File: src/rtl/pm_evt_pkg.sv
// Package: field positions and widths shared by the power-management
// event register and its checker. Assumes a single 32-bit register word.
package pm_evt_pkg;
    localparam int REG_W       = 32;
    localparam int BIT_WARMREQ = 16;
    localparam int EN_HI       = 15;
    localparam int EN_LO       = 11;
    localparam int NUM_EN      = EN_HI - EN_LO + 1;
    localparam int FLG_HI      = 10;
    localparam int FLG_LO      = 4;
    localparam int NUM_FLG     = FLG_HI - FLG_LO + 1;
    localparam int NUM_PLL     = 3;
    localparam int NUM_DB      = 4;
    // flag indices inside the flag vector (bit 4 of the word is index 0)
    localparam int F_WAKE = 0;
    localparam int F_RING = 1;
    localparam int F_RTC  = 2;
    localparam int F_PF   = 3;
    localparam int F_WARM = 4;
    localparam int F_WDT  = 5;
    localparam int F_HS   = 6;
    // debouncer slot indices
    localparam int D_WAKE = 0;
    localparam int D_RING = 1;
    localparam int D_ADOK = 2;
    localparam int D_WARM = 3;
endpackage

File: src/rtl/pm_sync.sv
// Module: multi-stage synchronizer for a bus of independent async levels.
// Assumes each bit is an independent level (no bus coherence required).
module pm_sync #(
    parameter int STAGES = 2,
    parameter int W = 1,
    parameter logic [W-1:0] IDLE = '0
) (
    input  logic         clk,
    input  logic         rst_n,
    input  logic [W-1:0] d,
    output logic [W-1:0] q
);
    logic [W-1:0] stg [STAGES];

    // shift the input through the flop chain, preset to the idle level
    always_ff @(posedge clk) begin
        if (!rst_n) begin
            for (int i = 0; i < STAGES; i++) stg[i] <= IDLE;
        end else begin
            stg[0] <= d;
            for (int i = 1; i < STAGES; i++) stg[i] <= stg[i-1];
        end
    end

    assign q = stg[STAGES-1];
endmodule

File: src/rtl/pm_debounce.sv
// Module: synchronizes one async level and passes a new value on only after
// it has been stable for STABLE_CYCLES consecutive clocks.
// Assumes STABLE_CYCLES >= 1; the output resets to IDLE.
module pm_debounce #(
    parameter int   SYNC_STAGES   = 2,
    parameter int   STABLE_CYCLES = 4,
    parameter logic IDLE          = 1'b0
) (
    input  logic clk,
    input  logic rst_n,
    input  logic raw,
    output logic level
);
    localparam int CW = $clog2(STABLE_CYCLES + 1);
    localparam logic [CW-1:0] LAST = CW'(STABLE_CYCLES - 1);

    logic          synced;
    logic [CW-1:0] cnt;

    pm_sync #(.STAGES(SYNC_STAGES), .W(1), .IDLE(IDLE)) u_sync (
        .clk(clk), .rst_n(rst_n), .d(raw), .q(synced)
    );

    // count consecutive cycles of disagreement; accept on the last one
    always_ff @(posedge clk) begin
        if (!rst_n) begin
            cnt   <= '0;
            level <= IDLE;
        end else if (synced == level) begin
            cnt <= '0;
        end else if (cnt == LAST) begin
            cnt   <= '0;
            level <= synced;
        end else begin
            cnt <= cnt + 1'b1;
        end
    end
endmodule

File: src/rtl/pm_rst_stretch.sv
// Module: turns a one-cycle trigger into an active-low pulse of exactly
// PULSE_CYCLES cycles. A trigger during the pulse restarts it.
module pm_rst_stretch #(
    parameter int PULSE_CYCLES = 8
) (
    input  logic clk,
    input  logic rst_n,
    input  logic trig,
    output logic req_n
);
    localparam int CW = $clog2(PULSE_CYCLES + 1);
    logic [CW-1:0] cnt;

    // load on trigger, count down to idle
    always_ff @(posedge clk) begin
        if (!rst_n)          cnt <= '0;
        else if (trig)       cnt <= CW'(PULSE_CYCLES);
        else if (cnt != '0)  cnt <= cnt - 1'b1;
    end

    assign req_n = (cnt == '0);
endmodule

File: src/rtl/pm_event_reg.sv
// Module: power-management wake/reset-cause register. Holds sticky event
// flags (write-one-to-clear, set has priority), interrupt enables, a
// write-only warm-reset request bit and read-only PLL/POR status.
// Assumes rst_n is the power-on reset; the warm-reset request it issues
// does not reach rst_n, so flags survive it.
module pm_event_reg
    import pm_evt_pkg::*;
#(
    parameter int SYNC_STAGES   = 2,
    parameter int STABLE_CYCLES = 4,
    parameter int PULSE_CYCLES  = 8
) (
    input  logic               clk,
    input  logic               rst_n,
    input  logic               reg_en,
    input  logic               reg_we,
    input  logic [REG_W-1:0]   reg_wdata,
    output logic [REG_W-1:0]   reg_rdata,
    input  logic               hotsync_pin,
    input  logic               adaptor_ok_pin,
    input  logic               ring_pin,
    input  logic               wake_n_pin,
    input  logic               warm_n_pin,
    input  logic               rtc_evt,
    input  logic               wdt_evt,
    input  logic [NUM_PLL-1:0] pll_lock,
    input  logic               por_stat,
    output logic               cpu_irq,
    output logic               warm_rst_req_n
);
    localparam int NUM_RO = NUM_PLL + 2;
    localparam logic [NUM_DB-1:0] DB_IDLE = 4'b1101;

    logic [NUM_DB-1:0]  db_raw;
    logic [NUM_DB-1:0]  db_lvl;
    logic [NUM_RO-1:0]  ro_sync;
    logic [NUM_EN-1:0]  en_q;
    logic [NUM_FLG-1:0] flag_q;
    logic [NUM_FLG-1:0] flag_set;
    logic [NUM_FLG-1:0] flag_clr;
    logic [NUM_EN-1:0]  irq_src;
    logic               wr;
    logic [REG_W-1:0]   word;

    assign wr = reg_en && reg_we;

    // debounced sources
    assign db_raw[D_WAKE] = wake_n_pin;
    assign db_raw[D_RING] = ring_pin;
    assign db_raw[D_ADOK] = adaptor_ok_pin;
    assign db_raw[D_WARM] = warm_n_pin;

    for (genvar i = 0; i < NUM_DB; i++) begin : g_db
        pm_debounce #(
            .SYNC_STAGES(SYNC_STAGES),
            .STABLE_CYCLES(STABLE_CYCLES),
            .IDLE(DB_IDLE[i])
        ) u_db (
            .clk(clk), .rst_n(rst_n), .raw(db_raw[i]), .level(db_lvl[i])
        );
    end

    // synchronize hot-sync, PLL lock and POR status (no debounce)
    pm_sync #(.STAGES(SYNC_STAGES), .W(NUM_RO), .IDLE('0)) u_ro_sync (
        .clk(clk), .rst_n(rst_n),
        .d({hotsync_pin, pll_lock, por_stat}),
        .q(ro_sync)
    );

    // event set conditions, each asserted while its event is present
    always_comb begin
        flag_set         = '0;
        flag_set[F_WAKE] = !db_lvl[D_WAKE];
        flag_set[F_RING] =  db_lvl[D_RING];
        flag_set[F_RTC]  =  rtc_evt;
        flag_set[F_PF]   = !db_lvl[D_ADOK];
        flag_set[F_WARM] = !db_lvl[D_WARM];
        flag_set[F_WDT]  =  wdt_evt;
        flag_set[F_HS]   =  ro_sync[NUM_RO-1];
    end

    assign flag_clr = wr ? reg_wdata[FLG_HI:FLG_LO] : '0;

    // sticky flags: set dominates a same-cycle write-one clear
    always_ff @(posedge clk) begin
        if (!rst_n) flag_q <= '0;
        else        flag_q <= flag_set | (flag_q & ~flag_clr);
    end

    // interrupt enables, plain read/write
    always_ff @(posedge clk) begin
        if (!rst_n)  en_q <= '0;
        else if (wr) en_q <= reg_wdata[EN_HI:EN_LO];
    end

    // warm-reset request pulse from the write-only bit
    pm_rst_stretch #(.PULSE_CYCLES(PULSE_CYCLES)) u_stretch (
        .clk(clk), .rst_n(rst_n),
        .trig(wr && reg_wdata[BIT_WARMREQ]),
        .req_n(warm_rst_req_n)
    );

    // maskable sources, in enable-bit order (hs, pf, rtc, ring, wake)
    assign irq_src = {flag_q[F_HS], flag_q[F_PF], flag_q[F_RTC],
                      flag_q[F_RING], flag_q[F_WAKE]};
    assign cpu_irq = |(irq_src & en_q);

    // assemble the read word; reserved and write-only bits read zero
    always_comb begin
        word                = '0;
        word[EN_HI:EN_LO]   = en_q;
        word[FLG_HI:FLG_LO] = flag_q;
        word[NUM_PLL:0]     = ro_sync[NUM_PLL:0];
    end

    assign reg_rdata = reg_en ? word : '0;
endmodule

File: config.mk
export PLATFORM = sky130hd
export DESIGN_NAME = pm_event_reg
export DESIGN_NICKNAME = d
export VERILOG_FILES = /design/src/rtl/pm_evt_pkg.sv /design/src/rtl/pm_sync.sv /design/src/rtl/pm_debounce.sv /design/src/rtl/pm_rst_stretch.sv /design/src/rtl/pm_event_reg.sv
export SDC_FILE = /design/constraint.sdc
export NUM_CORES = 1
export LEC_CHECK = 0
export BUFFER_PORTS_ARGS = -buffer_cell sky130_fd_sc_hd__buf_2
export CAP_MARGIN = 25
export CORE_ASPECT_RATIO = 1.4
export CORE_MARGIN = 2
export CORE_UTILIZATION = 25
export CTS_CLUSTER_DIAMETER = 200
export DETAILED_ROUTE_END_ITERATION = 10
export GPL_TIMING_DRIVEN = 0
export PLACE_DENSITY_LB_ADDON = 0.1
export SETUP_SLACK_MARGIN = 0.02
export SLEW_MARGIN = 0
export SYNTH_ARGS = -nofsm -noshare
export SYNTH_HDL_FRONTEND = slang
export SYNTH_SLANG_ARGS = --single-unit
File: constraint.sdc
create_clock -name clk -period 1.6 [get_ports clk]
set_input_delay 0.08 -clock clk [delete_from_list [all_inputs] [get_ports clk]]
set_output_delay 0.08 -clock clk [all_outputs]
set_load 0.005 [all_outputs]
==> results_tabular.tex, run 1 <==
\begin{tabular}{lr}
\hline
Metric & Value \\
\hline
\multicolumn{2}{l}{\textbf{Run status}} \\
Run status & finished clean \\
\multicolumn{2}{l}{\textbf{CTS}} \\
Number of buffers on the longest clock path & 2 \\
Quantity of gates resized following cts & 0 \\
Clock tree sinks & 50 \\
CTS Hold Buffers Added & 9 \\
Clock buffers created by TritonCTS & 5 \\
CTS tree & yes \\
CTS clk-pin slew, worst paths & 0.06 ns \\
Number of setup buffers added after CTS & 0 \\
Latest clock arrival within the worst-skew pair & 0.28 ns \\
Root Driver & sky130\_fd\_sc\_hd\_\_clkbuf\_16 \\
H-Tree Level Count & 2 \\
\multicolumn{2}{l}{\textbf{Min path}} \\
Kind of path behind the tightest hold check & input pin to flip-flop \\
Critical hold path startpoint & wdt\_evt \\
Destination of the worst hold path & flag\_q[5] \\
Hold-critical path depth & 2 \\
\multicolumn{2}{l}{\textbf{STA}} \\
Final hold vios & 0 \\
Slew Limit Headroom & 65.82\% \\
Unrepaired setup endpoints after global routing & false \\
Setup TNS & 0 ns \\
Final critical-path share of the clock period & 88.04\% \\
Slew at the pin closest to its max-slew limit & 0.5127 ns \\
Final Hold Slack & 0.006803 ns \\
Max Clk Rate & 0.7099 GHz \\
Final critical delay including setup and external delays & 1.409 ns \\
Setup violations, final & 0 \\
Clock skew after layout & 0.002652 ns \\
Slew Limit Fails & 0 \\
\multicolumn{2}{l}{\textbf{Drt}} \\
First-pass detailed-route iteration total & 4 \\
Total number of vias & 1,451 \\
Wire length reported by the detailed router & 3.956 mm \\
Remaining antenna violation count after routing & 0 \\
Wire length per cell after detailed routing & 10.33 µm \\
Post-detailed-route via-to-cell ratio & 3.789 \\
DRC violations left & 0 \\
DRC marker count from the first detailed-route iteration & 20 \\
\multicolumn{2}{l}{\textbf{Layout}} \\
Final std cells w/o fill & 383 \\
Total Nets Final & 337 \\
FF+latch area & 1001 µm² \\
Number of fillers in the final layout & 875 \\
Layout area overhead & 30.88\% \\
Antenna diode count & 0 \\
Ratio of cells with drive above 1 in the final layout & 27.76\% \\
Total area of multi-input combinational cells & 892.1 µm² \\
\multicolumn{2}{l}{\textbf{Setup path}} \\
Slack of the worst reg-to-reg path & 0.39 ns \\
Element type at the critical path start & flip-flop \\
Endpoint class of the critical path & output port \\
FF-to-FF path depth & 5 \\
CP Max Fanout & 4 \\
Crit Path Class & flip-flop to output port \\
Slowest cell on the critical path & sky130\_fd\_sc\_hd\_\_dfxtp\_1 \\
Required time reported for the critical path endpoint & 1.52 ns \\
End of the worst register-to-register path & u\_stretch.cnt[0] \\
Cells traversed along the worst timing path & inv\_1 > ha\_1 > nor3b\_4 > buf\_2 \\
Longest individual stage delay on the worst path & 0.32 ns \\
Worst flop-to-flop path startpoint & u\_stretch.cnt[0] \\
Endpoint arrival time on the critical path & 1.33 ns \\
\multicolumn{2}{l}{\textbf{Synth}} \\
Yosys warnings & 0 \\
Fraction of synthesized area in multiplexers & 2.451\% \\
Portion of the post-synthesis area used by sequential elements & 49.02\% \\
Area share of the leading cell type in the synthesized netlist & 49.02\% \\
Leading cell types by total area after synthesis & sky130\_fd\_sc\_hd\_\_dfxtp\_1 49\%, sky130\_fd\_sc\_hd\_\_and2\_1 8.6\%, sky130\_fd\_sc\_hd\_\_buf\_4 5.9\% \\
Number of standard cells after synthesis & 206 \\
Cell types with the highest counts after synthesis & 50 x sky130\_fd\_sc\_hd\_\_dfxtp\_1, 28 x sky130\_fd\_sc\_hd\_\_and2\_1, 19 x sky130\_fd\_sc\_hd\_\_nand2\_1 \\
Post-synth top flop & sky130\_fd\_sc\_hd\_\_dfxtp\_1 \\
Synth cell types & 31 \\
Async set-reset flop share out of synthesis & 0\% \\
Synthesis-stage register bit count & 50 \\
Post-synth design cell area & 2042 µm² \\
Simple-gate share of the synthesized area & 22.18\% \\
Most frequently used cell type in the post-synthesis netlist & sky130\_fd\_sc\_hd\_\_dfxtp\_1 \\
Largest family of logic cells by synthesized area & simple AND/OR/NAND/NOR gates \\
EDFF count, synth & 0 \\
Synthesized-area fraction occupied by xor and xnor cells & 2.145\% \\
Post-synthesis share of cell area spent on full adders, half adders and majority gates & 5.515\% \\
Dominant cell type by area after synthesis & sky130\_fd\_sc\_hd\_\_dfxtp\_1 \\
Synthesized area divided by synthesized cell count & 9.912 µm² \\
Complex-gate fraction of the synthesized area & 8.456\% \\
\multicolumn{2}{l}{\textbf{GRT}} \\
Largest net degree at the start of global routing & 15 \\
Wire length of the first global-routing pass & 6.403 mm \\
All-Layer GR Usage & 9.410\% \\
Residual overflow from global routing & 0 \\
Vias in the first global route & 1,400 \\
Number of antenna violations at the first check in global routing & 0 \\
\multicolumn{2}{l}{\textbf{Pwr}} \\
Fraction of power consumed by the clock network & 35.5\% \\
Pwr dens & 1056 nW/µm² \\
Int Pwr & 0.002145 W \\
Maximum resistive drop on vdd & 0.4237 mV \\
Proportion of power drawn by combinational gates & 16.0\% \\
Net switching share of the total power & 23.99\% \\
Tot Pwr & 0.002822 W \\
Switching power summed over all nets & 0.0006771 W \\
Relative contribution of sequential cells to total power & 48.5\% \\
Static leakage & 1.210 nW \\
\multicolumn{2}{l}{\textbf{Floorplanning}} \\
Die area & 8917 µm² \\
Horizontal die dimension & 80.38 µm \\
Die span in y & 110.9 µm \\
Area of the core region & 8051 µm² \\
I/O pin cnt & 81 \\
Starting utilization of the core area & 25.36\% \\
Row count & 39 \\
\multicolumn{2}{l}{\textbf{Place}} \\
HPWL after DPL & 3.013 mm \\
Number of instances in the placed design & 367 \\
Weighted congestion reported at the end of routability-driven placement & 0.6603 \\
PortBufs & 44 \\
\multicolumn{2}{l}{\textbf{Run}} \\
Reported max-cap violation count & 0 \\
\hline
\end{tabular}
-- cells in the final DEF (no fill, tap or decap), drive strengths merged, types with 2 or more instances in the layout --
cell type | netlist | routed
dlygate4sd3 | 0 | 9
nand2b | 7 | 7
conb | 1 | 16
clkbuf | 3 | 9
buf | 20 | 64
a21boi | 13 | 13
inv | 10 | 10
mux2i | 5 | 5
o21a | 4 | 4
and2 | 29 | 29
nor2 | 14 | 14
xor2 | 4 | 4
dfxtp | 50 | 50
ha | 9 | 9
nand3b | 5 | 5
nand2 | 19 | 19
nor2b | 2 | 2
nand3 | 4 | 4
-- per-stage QoR --
stage,instance area (µm²),util (%),setup slack (ns)
finish,2673,33.19,0.1914
global route,2673,33.19,0.07136
CTS,2673,33.19,0.1702
detailed placement,2446,30.38,0.3915
global placement,2446,30.38,0.3919
floorplan,2098,-,0.4740
-- power groups by stage --
stage               Sequential, W  Combinational (W)  Clock, W
finish                    0.00137           0.000452   0.00100
global route              0.00138           0.000517   0.00110
CTS                       0.00137           0.000461   0.00105
detailed placement        0.00140           0.000443         0
global placement          0.00140           0.000438         0
floorplan                 0.00139           0.000329         0
-- logic make-up (layout without fill, tap and decap cells) --
kind of cell	after synthesis	count (layout)
AOI/OAI and AO/OA	21	21
xor gates and xnor gates	5	5
adders and majority gates	9	9
buffers and inverters	33	93
DFF	50	50
muxes	5	5
other	1	16
and+or+nand+nor	82	82
-- registers in the layout (all words and copies together), names as in the netlist --
signal / cells
g_db.u_db.level: 4
flag_q: 7
g_db.u_db.cnt: 12
g_db.u_db.u_sync.stg: 8
u_ro_sync.stg: 10
en_q: 5
u_stretch.cnt: 4
-- worst max-delay path, delay by kind of cell, from the launching register on --
family / cells / cell delay (ns)
buffers and inverters: 2 / 0.24
DFF: 1 / 0.32
and+or+nand+nor: 1 / 0.28
adders and majority gates: 1 / 0.21
-- metal layers --
| layer | global-route usage, % | routed length [µm] | vias up |
|---|---|---|---|
| li1 | - | - | 771 |
| met1 | 10.70 | 1643 | 639 |
| met2 | 15.83 | 1976 | 37 |
| met3 | 3.013 | 273 | 4 |
| met4 | 4.068 | 62 | 0 |
| met5 | 0 | 0 | - |
-- cell type report --
type,count,area share (%)
clock buffers,6,4.822
clock inverters,1,0.2809
inverters,10,1.404
plain buffers,23,6.273
well taps,102,4.775
flip-flops and latches,50,37.45
repair buffers,53,11.61
multi-input cells,138,33.38
-- worst max path at each step --
stage                                 from                to  slack, ns
after global placement    u_stretch.cnt[0]  u_stretch.cnt[1]       0.39
final                     u_stretch.cnt[0]    warm_rst_req_n       0.19
after detailed placement  u_stretch.cnt[0]  u_stretch.cnt[0]       0.39
after CTS                 u_stretch.cnt[0]    warm_rst_req_n       0.17
after floorplan           u_stretch.cnt[0]  u_stretch.cnt[0]       0.47
after global routing      u_stretch.cnt[0]    warm_rst_req_n       0.07
No activity file was read; power rests on OpenSTA's default activity.
==> run 2, diff against run 1 <==
Settings changed: CORE_MARGIN 2 to default.
==> run 2 against run 1 <==
Compared with the run above: sequential share of layout area unchanged; largest power group unchanged; clock skew increased by 0.0086 ns; sequential power about the same; clock power decreased by 26%.
==> results_tabular.tex, run 2 (same netlist as run 1, synthesis figures left out) <==
\begin{tabular}{lr}
\hline
Metric & Value \\
\hline
\multicolumn{2}{l}{\textbf{Layout}} \\
Commonest non-fill, non-tap cells in the layout & 50 x sky130\_fd\_sc\_hd\_\_dfxtp\_1, 46 x sky130\_fd\_sc\_hd\_\_buf\_2, 28 x sky130\_fd\_sc\_hd\_\_and2\_1, 19 x sky130\_fd\_sc\_hd\_\_nand2\_1, 17 x sky130\_fd\_sc\_hd\_\_buf\_4 (was 50 x sky130\_fd\_sc\_hd\_\_dfxtp\_1, 46 x sky130\_fd\_sc\_hd\_\_buf\_2, 28 x sky130\_fd\_sc\_hd\_\_and2\_1, 19 x sky130\_fd\_sc\_hd\_\_nand2\_1) \\
Total area of multi-input combinational cells & 892.1 µm² (unchanged) \\
Largest registers ranked by flip-flop count & g\_db.u\_db.cnt: 12 flops, u\_ro\_sync.stg: 10 flops, g\_db.u\_db.u\_sync.stg: 8 flops (unchanged) \\
Max FFs per register & 12 (unchanged) \\
Layout area overhead & 30.88\% (unchanged) \\
Number of fillers in the final layout & 829 (was 875) \\
Most frequent standard cell in the layout excluding fill and tap cells & sky130\_fd\_sc\_hd\_\_dfxtp\_1 (unchanged) \\
Antenna diode count & 0 (unchanged) \\
FF+latch area & 1001 µm² (unchanged) \\
Final std cells w/o fill & 387 (was 383) \\
Ratio of cells with drive above 1 in the final layout & 27.87\% (was 27.76\%) \\
Total Nets Final & 342 (was 337) \\
Final non-filler cell area & 2673 µm² (unchanged) \\
Final core area utilization & 34.07\% (was 33.19\%) \\
Register with the most flip-flops & g\_db.u\_db.cnt (unchanged) \\
\multicolumn{2}{l}{\textbf{Drt}} \\
First-pass detailed-route iteration total & 4 (unchanged) \\
DRC violations left & 0 (unchanged) \\
Wire length reported by the detailed router & 3.962 mm (was 3.956 mm) \\
Wire length per cell after detailed routing & 10.24 µm (was 10.33 µm) \\
Remaining antenna violation count after routing & 0 (unchanged) \\
DRC marker count from the first detailed-route iteration & 24 (was 20) \\
Post-detailed-route via-to-cell ratio & 3.809 (was 3.789) \\
Total number of vias & 1,474 (was 1,451) \\
\multicolumn{2}{l}{\textbf{Pwr}} \\
Static leakage & 1.217 nW (was 1.210 nW) \\
Pwr dens & 971.9 nW/µm² (was 1056 nW/µm²) \\
Maximum resistive drop on vdd & 0.4495 mV (was 0.4237 mV) \\
\multicolumn{2}{l}{\textbf{Floorplanning}} \\
Row count & 38 (was 39) \\
Area of the core region & 7845 µm² (was 8051 µm²) \\
Horizontal die dimension & 78.38 µm (was 80.38 µm) \\
Die span in y & 108.9 µm (was 110.9 µm) \\
Starting utilization of the core area & 26.03\% (was 25.36\%) \\
I/O pin cnt & 81 (unchanged) \\
Die area & 8538 µm² (was 8917 µm²) \\
\multicolumn{2}{l}{\textbf{GRT}} \\
All-Layer GR Usage & 9.998\% (was 9.410\%) \\
Vias in the first global route & 1,468 (was 1,400) \\
Residual overflow from global routing & 0 (unchanged) \\
Largest net degree at the start of global routing & 15 (unchanged) \\
Number of antenna violations at the first check in global routing & 0 (unchanged) \\
Wire length of the first global-routing pass & 6.423 mm (was 6.403 mm) \\
\multicolumn{2}{l}{\textbf{STA}} \\
Final hold vios & 0 (unchanged) \\
Unrepaired setup endpoints after global routing & false (unchanged) \\
Clock skew after layout & 0.01130 ns (was 0.002652 ns) \\
Setup violations, final & 0 (unchanged) \\
Slew Limit Fails & 0 (unchanged) \\
Final critical-path share of the clock period & 84.31\% (was 88.04\%) \\
Max Clk Rate & 0.7413 GHz (was 0.7099 GHz) \\
Setup TNS & 0 ns (unchanged) \\
Final critical delay including setup and external delays & 1.349 ns (was 1.409 ns) \\
\multicolumn{2}{l}{\textbf{Setup path}} \\
Slack of the worst reg-to-reg path & 0.32 ns (was 0.39 ns) \\
CP Max Fanout & 4 (unchanged) \\
Launching instance or port of the critical path & u\_stretch.cnt[0] (unchanged) \\
FF-to-FF path depth & 6 (was 5) \\
Worst flop-to-flop path startpoint & u\_stretch.cnt[0] (unchanged) \\
Endpoint class of the critical path & output port (unchanged) \\
End of the worst register-to-register path & u\_stretch.cnt[0] (unchanged) \\
Worst setup endpoint & warm\_rst\_req\_n (unchanged) \\
Endpoint arrival time on the critical path & 1.27 ns (was 1.33 ns) \\
Required time reported for the critical path endpoint & 1.52 ns (about the same) \\
Crit Path Class & flip-flop to output port (unchanged) \\
Element type at the critical path start & flip-flop (unchanged) \\
\multicolumn{2}{l}{\textbf{Place}} \\
Weighted congestion reported at the end of routability-driven placement & 0.6512 (was 0.6603) \\
PortBufs & 44 (unchanged) \\
Number of instances in the placed design & 365 (was 367) \\
HPWL after DPL & 2.994 mm (was 3.013 mm) \\
Placed Area & 2444 µm² (was 2446 µm²) \\
\multicolumn{2}{l}{\textbf{CTS}} \\
CTS clk-pin slew, worst paths & 0.09 ns (was 0.06 ns) \\
H-Tree Level Count & 2 (unchanged) \\
Clock tree sinks & 50 (unchanged) \\
Quantity of gates resized following cts & 0 (unchanged) \\
Clock buffers created by TritonCTS & 5 (unchanged) \\
Root Driver & sky130\_fd\_sc\_hd\_\_clkbuf\_8 (was sky130\_fd\_sc\_hd\_\_clkbuf\_16) \\
CTS tree & yes (unchanged) \\
Latest clock arrival within the worst-skew pair & 0.30 ns (was 0.28 ns) \\
Number of buffers on the longest clock path & 2 (unchanged) \\
\multicolumn{2}{l}{\textbf{Min path}} \\
Kind of path behind the tightest hold check & input pin to flip-flop (unchanged) \\
\multicolumn{2}{l}{\textbf{Run}} \\
Reported max-cap violation count & 0 (unchanged) \\
\multicolumn{2}{l}{\textbf{Run status}} \\
Run status & finished clean (unchanged) \\
\hline
\end{tabular}
==> run 2: cell type report <==
cell class | count | area share, %
sequential | 50 | 37.45
multi-input combinational | 138 | 33.38
timing repair buffer | 58 | 13.39
buffer | 23 | 6.273
tap | 100 | 4.682
clock buffer | 7 | 3.230
inverter | 10 | 1.404
clock inverter | 1 | 0.1873
==> run 2: repair_timing <==
action | in CTS | in global routing
setup endpoints to repair | 0 | 1
endpoints found under the hold margin | 13 | 0
setup buffers | 0 | 1
hold buffers | 13 | 0
==> run 2: worst min path at each step <==
stage	depth (start not counted)	slack (ns)	endpoint	start
2_1_floorplan	1	0.18	g_db[0].u_db.u_sync.stg[0][0]	wake_n_pin
3_3_place_gp	2	0.27	g_db[3].u_db.u_sync.stg[0][0]	warm_n_pin
3_5_place_dp	2	0.27	g_db[3].u_db.u_sync.stg[0][0]	warm_n_pin
4_1_cts	3	0.01	en_q[0]	reg_wdata[11]
5_1_grt	3	0.007	en_q[0]	reg_wdata[11]
6_report	3	0.01	en_q[0]	reg_wdata[11]
==> run 2: power breakdown <==
group / total (W) / internal, W / switching, W
combinational: 0.000488 / 0.000286 / 0.000201
clock: 0.000743 / 0.000349 / 0.000393
sequential: 0.00137 / 0.00132 / 0.0000506
total: 0.00260 / 0.00195 / 0.000645
==> run 2: routing by layer <==
| metal | vias to the layer above | wire length [µm] | track usage (%) |
|---|---|---|---|
| li1 | 785 | - | - |
| met1 | 647 | 1644 | 9.928 |
| met2 | 40 | 1979 | 18.42 |
| met3 | 2 | 300 | 3.515 |
| met4 | 0 | 38 | 4.762 |
| met5 | - | 0 | 0 |
==> run 2: through the flow <==
| stage | setup WS (ns) | total power, W | hold slack (ns) |
|---|---|---|---|
| floorplan | 0.4740 | 0.001716 | 0.1815 |
| global placement | 0.3906 | 0.001836 | 0.2709 |
| detailed placement | 0.3873 | 0.001844 | 0.2682 |
| CTS | 0.1331 | 0.002632 | 0.01028 |
| global route | 0.1360 | 0.002778 | 0.007090 |
| finish | 0.2511 | 0.002598 | 0.01492 |
==> run 2: critical path, cell delays in order (launching register included) <==
cell and delay, ns:
sky130_fd_sc_hd__dfxtp_1 0.33, sky130_fd_sc_hd__inv_1 0.09, sky130_fd_sc_hd__ha_1 0.21, sky130_fd_sc_hd__nor3b_4 0.20, sky130_fd_sc_hd__buf_2 0.14
==> run 3, diff against run 2 <==
Clock period 1.6 ns to 1.3 ns, I/O delays scaled along.
==> run 3 against run 2 <==
Compared with the run above: clock power rose by 23%; setup slack got worse by 0.24 ns; final area rose by 2.2%; critical path depth fell by 1; sequential share of layout area fell by 0.61 points; combinational power rose by 51%; power rose by 28%; wire length rose by 0.88%; cell count rose by 1.3%; via count rose by 1.3%; highest routed layer unchanged.
==> results_tabular.tex, run 3 (same netlist as run 1, synthesis figures left out) <==
\begin{tabular}{lr}
\hline
Metric & Value \\
\hline
\multicolumn{2}{l}{\textbf{Min path}} \\
Kind of path behind the tightest hold check & input pin to flip-flop (unchanged) \\
Critical hold path startpoint & reg\_wdata[13] (was reg\_wdata[11]) \\
Hold-critical path depth & 3 (unchanged) \\
Destination of the worst hold path & en\_q[2] (was en\_q[0]) \\
\multicolumn{2}{l}{\textbf{Floorplanning}} \\
Area of the core region & 7845 µm² (unchanged) \\
Horizontal die dimension & 78.38 µm (unchanged) \\
I/O pin cnt & 81 (unchanged) \\
Die area & 8538 µm² (unchanged) \\
Row count & 38 (unchanged) \\
Die span in y & 108.9 µm (unchanged) \\
Starting utilization of the core area & 26.03\% (unchanged) \\
\multicolumn{2}{l}{\textbf{Setup path}} \\
End of the worst register-to-register path & u\_stretch.cnt[3] (was u\_stretch.cnt[0]) \\
FF-to-FF path depth & 7 (was 6) \\
Crit Path Class & flip-flop to output port (unchanged) \\
Endpoint arrival time on the critical path & 1.23 ns (was 1.27 ns) \\
Worst flop-to-flop path startpoint & u\_stretch.cnt[0] (unchanged) \\
Element type at the critical path start & flip-flop (unchanged) \\
Endpoint class of the critical path & output port (unchanged) \\
Required time reported for the critical path endpoint & 1.24 ns (was 1.52 ns) \\
Slack of the worst reg-to-reg path & 0.16 ns (was 0.32 ns) \\
CP Max Fanout & 3 (was 4) \\
\multicolumn{2}{l}{\textbf{GRT}} \\
Vias in the first global route & 1,468 (unchanged) \\
Residual overflow from global routing & 0 (unchanged) \\
Number of antenna violations at the first check in global routing & 0 (unchanged) \\
Wire length of the first global-routing pass & 6.437 mm (was 6.423 mm) \\
All-Layer GR Usage & 10.02\% (was 9.998\%) \\
Largest net degree at the start of global routing & 15 (unchanged) \\
\multicolumn{2}{l}{\textbf{Layout}} \\
Register with the most flip-flops & g\_db.u\_db.cnt (unchanged) \\
Commonest non-fill, non-tap cells in the layout & 46 x sky130\_fd\_sc\_hd\_\_buf\_2, 46 x sky130\_fd\_sc\_hd\_\_dfxtp\_1, 28 x sky130\_fd\_sc\_hd\_\_and2\_1, 21 x sky130\_fd\_sc\_hd\_\_buf\_4, 19 x sky130\_fd\_sc\_hd\_\_nand2\_1 (was 50 x sky130\_fd\_sc\_hd\_\_dfxtp\_1, 46 x sky130\_fd\_sc\_hd\_\_buf\_2, 28 x sky130\_fd\_sc\_hd\_\_and2\_1, 19 x sky130\_fd\_sc\_hd\_\_nand2\_1, 17 x sky130\_fd\_sc\_hd\_\_buf\_4) \\
Layout area overhead & 33.70\% (was 30.88\%) \\
Number of fillers in the final layout & 835 (was 829) \\
Largest registers ranked by flip-flop count & g\_db.u\_db.cnt: 12 flops, u\_ro\_sync.stg: 10 flops, g\_db.u\_db.u\_sync.stg: 8 flops (unchanged) \\
Total Nets Final & 347 (was 342) \\
Max FFs per register & 12 (unchanged) \\
Final std cells w/o fill & 392 (was 387) \\
Ratio of cells with drive above 1 in the final layout & 31.16\% (was 27.87\%) \\
Antenna diode count & 0 (unchanged) \\
\multicolumn{2}{l}{\textbf{STA}} \\
Final critical delay including setup and external delays & 1.290 ns \\
Setup WS post-layout & 0.009697 ns (was 0.2511 ns) \\
Final critical-path share of the clock period & 99.25\% \\
Slew Limit Fails & 0 (unchanged) \\
Unrepaired setup endpoints after global routing & true (was false) \\
Max Clk Rate & 0.7750 GHz \\
Final hold vios & 0 (unchanged) \\
Clock skew after layout & 0.01035 ns (was 0.01130 ns) \\
Setup violations, final & 0 (unchanged) \\
\multicolumn{2}{l}{\textbf{CTS}} \\
Number of buffers on the longest clock path & 2 (unchanged) \\
Clock tree sinks & 50 (unchanged) \\
Latest clock arrival within the worst-skew pair & 0.30 ns (about the same) \\
Clock buffers created by TritonCTS & 5 (unchanged) \\
CTS tree & yes (unchanged) \\
Root Driver & sky130\_fd\_sc\_hd\_\_clkbuf\_8 (unchanged) \\
CTS clk-pin slew, worst paths & 0.09 ns (about the same) \\
H-Tree Level Count & 2 (unchanged) \\
\multicolumn{2}{l}{\textbf{Place}} \\
Number of instances in the placed design & 365 (unchanged) \\
HPWL after DPL & 2.994 mm (unchanged) \\
Weighted congestion reported at the end of routability-driven placement & 0.6512 (unchanged) \\
PortBufs & 44 (unchanged) \\
Worst Setup Slack post-DPL & 0.08734 ns (was 0.3873 ns) \\
\multicolumn{2}{l}{\textbf{Run}} \\
Reported max-cap violation count & 0 (unchanged) \\
\multicolumn{2}{l}{\textbf{Drt}} \\
Total number of vias & 1,493 (was 1,474) \\
Remaining antenna violation count after routing & 0 (unchanged) \\
Post-detailed-route via-to-cell ratio & 3.809 (about the same) \\
DRC violations left & 0 (unchanged) \\
Wire length per cell after detailed routing & 10.20 µm (was 10.24 µm) \\
Wire length reported by the detailed router & 3.997 mm (was 3.962 mm) \\
First-pass detailed-route iteration total & 4 (unchanged) \\
DRC marker count from the first detailed-route iteration & 22 (was 24) \\
\multicolumn{2}{l}{\textbf{Run status}} \\
Run status & finished clean (unchanged) \\
\multicolumn{2}{l}{\textbf{Pwr}} \\
Pwr dens & 1222 nW/µm² (was 971.9 nW/µm²) \\
Static leakage & 1.242 nW (was 1.217 nW) \\
Maximum resistive drop on vdd & 0.5518 mV (was 0.4495 mV) \\
\hline
\end{tabular}
==> run 3: where the power goes <==
part	switching, W	internal, W	total, W
clock network	0.000482	0.000430	0.000912
registers	0.0000611	0.00163	0.00169
logic	0.000288	0.000448	0.000736
==> run 3: cell type report <==
cell class              instances  area [µm²]  area share, %
flip-flops and latches         50        1006          36.85
plain buffers                  23       167.7          6.141
well taps                     100       125.1          4.583
clock buffers                   7       86.33          3.162
inverters                      10       37.54          1.375
clock inverters                 1       5.005         0.1833
repair buffers                 63       397.9          14.57
multi-input cells             138       904.6          33.13
==> run 3: worst max-delay path by stage <==
stage                                 from          endpoint  slack [ns]  cells past startpoint
final                              en_q[3]           cpu_irq        0.01                      3
after global routing               en_q[3]           cpu_irq       -0.10                      3
after CTS                          en_q[3]           cpu_irq       -0.06                      3
after detailed placement  u_stretch.cnt[0]  u_stretch.cnt[0]        0.09                      5
after global placement    u_stretch.cnt[0]  u_stretch.cnt[1]        0.09                      5
after floorplan           u_stretch.cnt[0]  u_stretch.cnt[0]        0.17                      5
==> run 3: worst max-delay path, cell delays in order, from the launching register on <==
cell and delay (ns):
sky130_fd_sc_hd__dfxtp_2 0.33, sky130_fd_sc_hd__a222oi_1 0.35, sky130_fd_sc_hd__nand2_1 0.10, sky130_fd_sc_hd__buf_2 0.13
==> run 3: per-layer routing <==
| layer | vias to the layer above | part of all wire, % | global-route usage [%] |
|---|---|---|---|
| met5 | - | 0 | 0 |
| met4 | 0 | 1.3 | 4.762 |
| met3 | 4 | 7.6 | 3.515 |
| met2 | 41 | 50 | 18.42 |
| met1 | 650 | 41 | 9.980 |
| li1 | 798 | - | - |
==> run 3: repair_timing <==
item                       CTS  global route
buffers inserted             1             4
gates resized for setup      6             2
pin swaps                    3             1
hold endpoints to repair    14             0
hold buffers                14             0
cloned                       0             0
setup endpoints to repair    2             3
==> run 3: stage by stage <==
step	utilization, %	instance area (µm²)	hold WS [ns]	total power [W]	TNS [ns]
6_report	34.80	2730	0.01391	0.003336	0
5_1_grt	34.80	2730	0.01393	0.003566	-0.1047
4_1_cts	34.39	2698	0.008838	0.003319	-0.05726
3_5_place_dp	31.15	2444	0.2532	0.002269	0
3_3_place_gp	31.15	2444	0.2559	0.002260	0
2_1_floorplan	-	2098	0.1665	0.002111	0
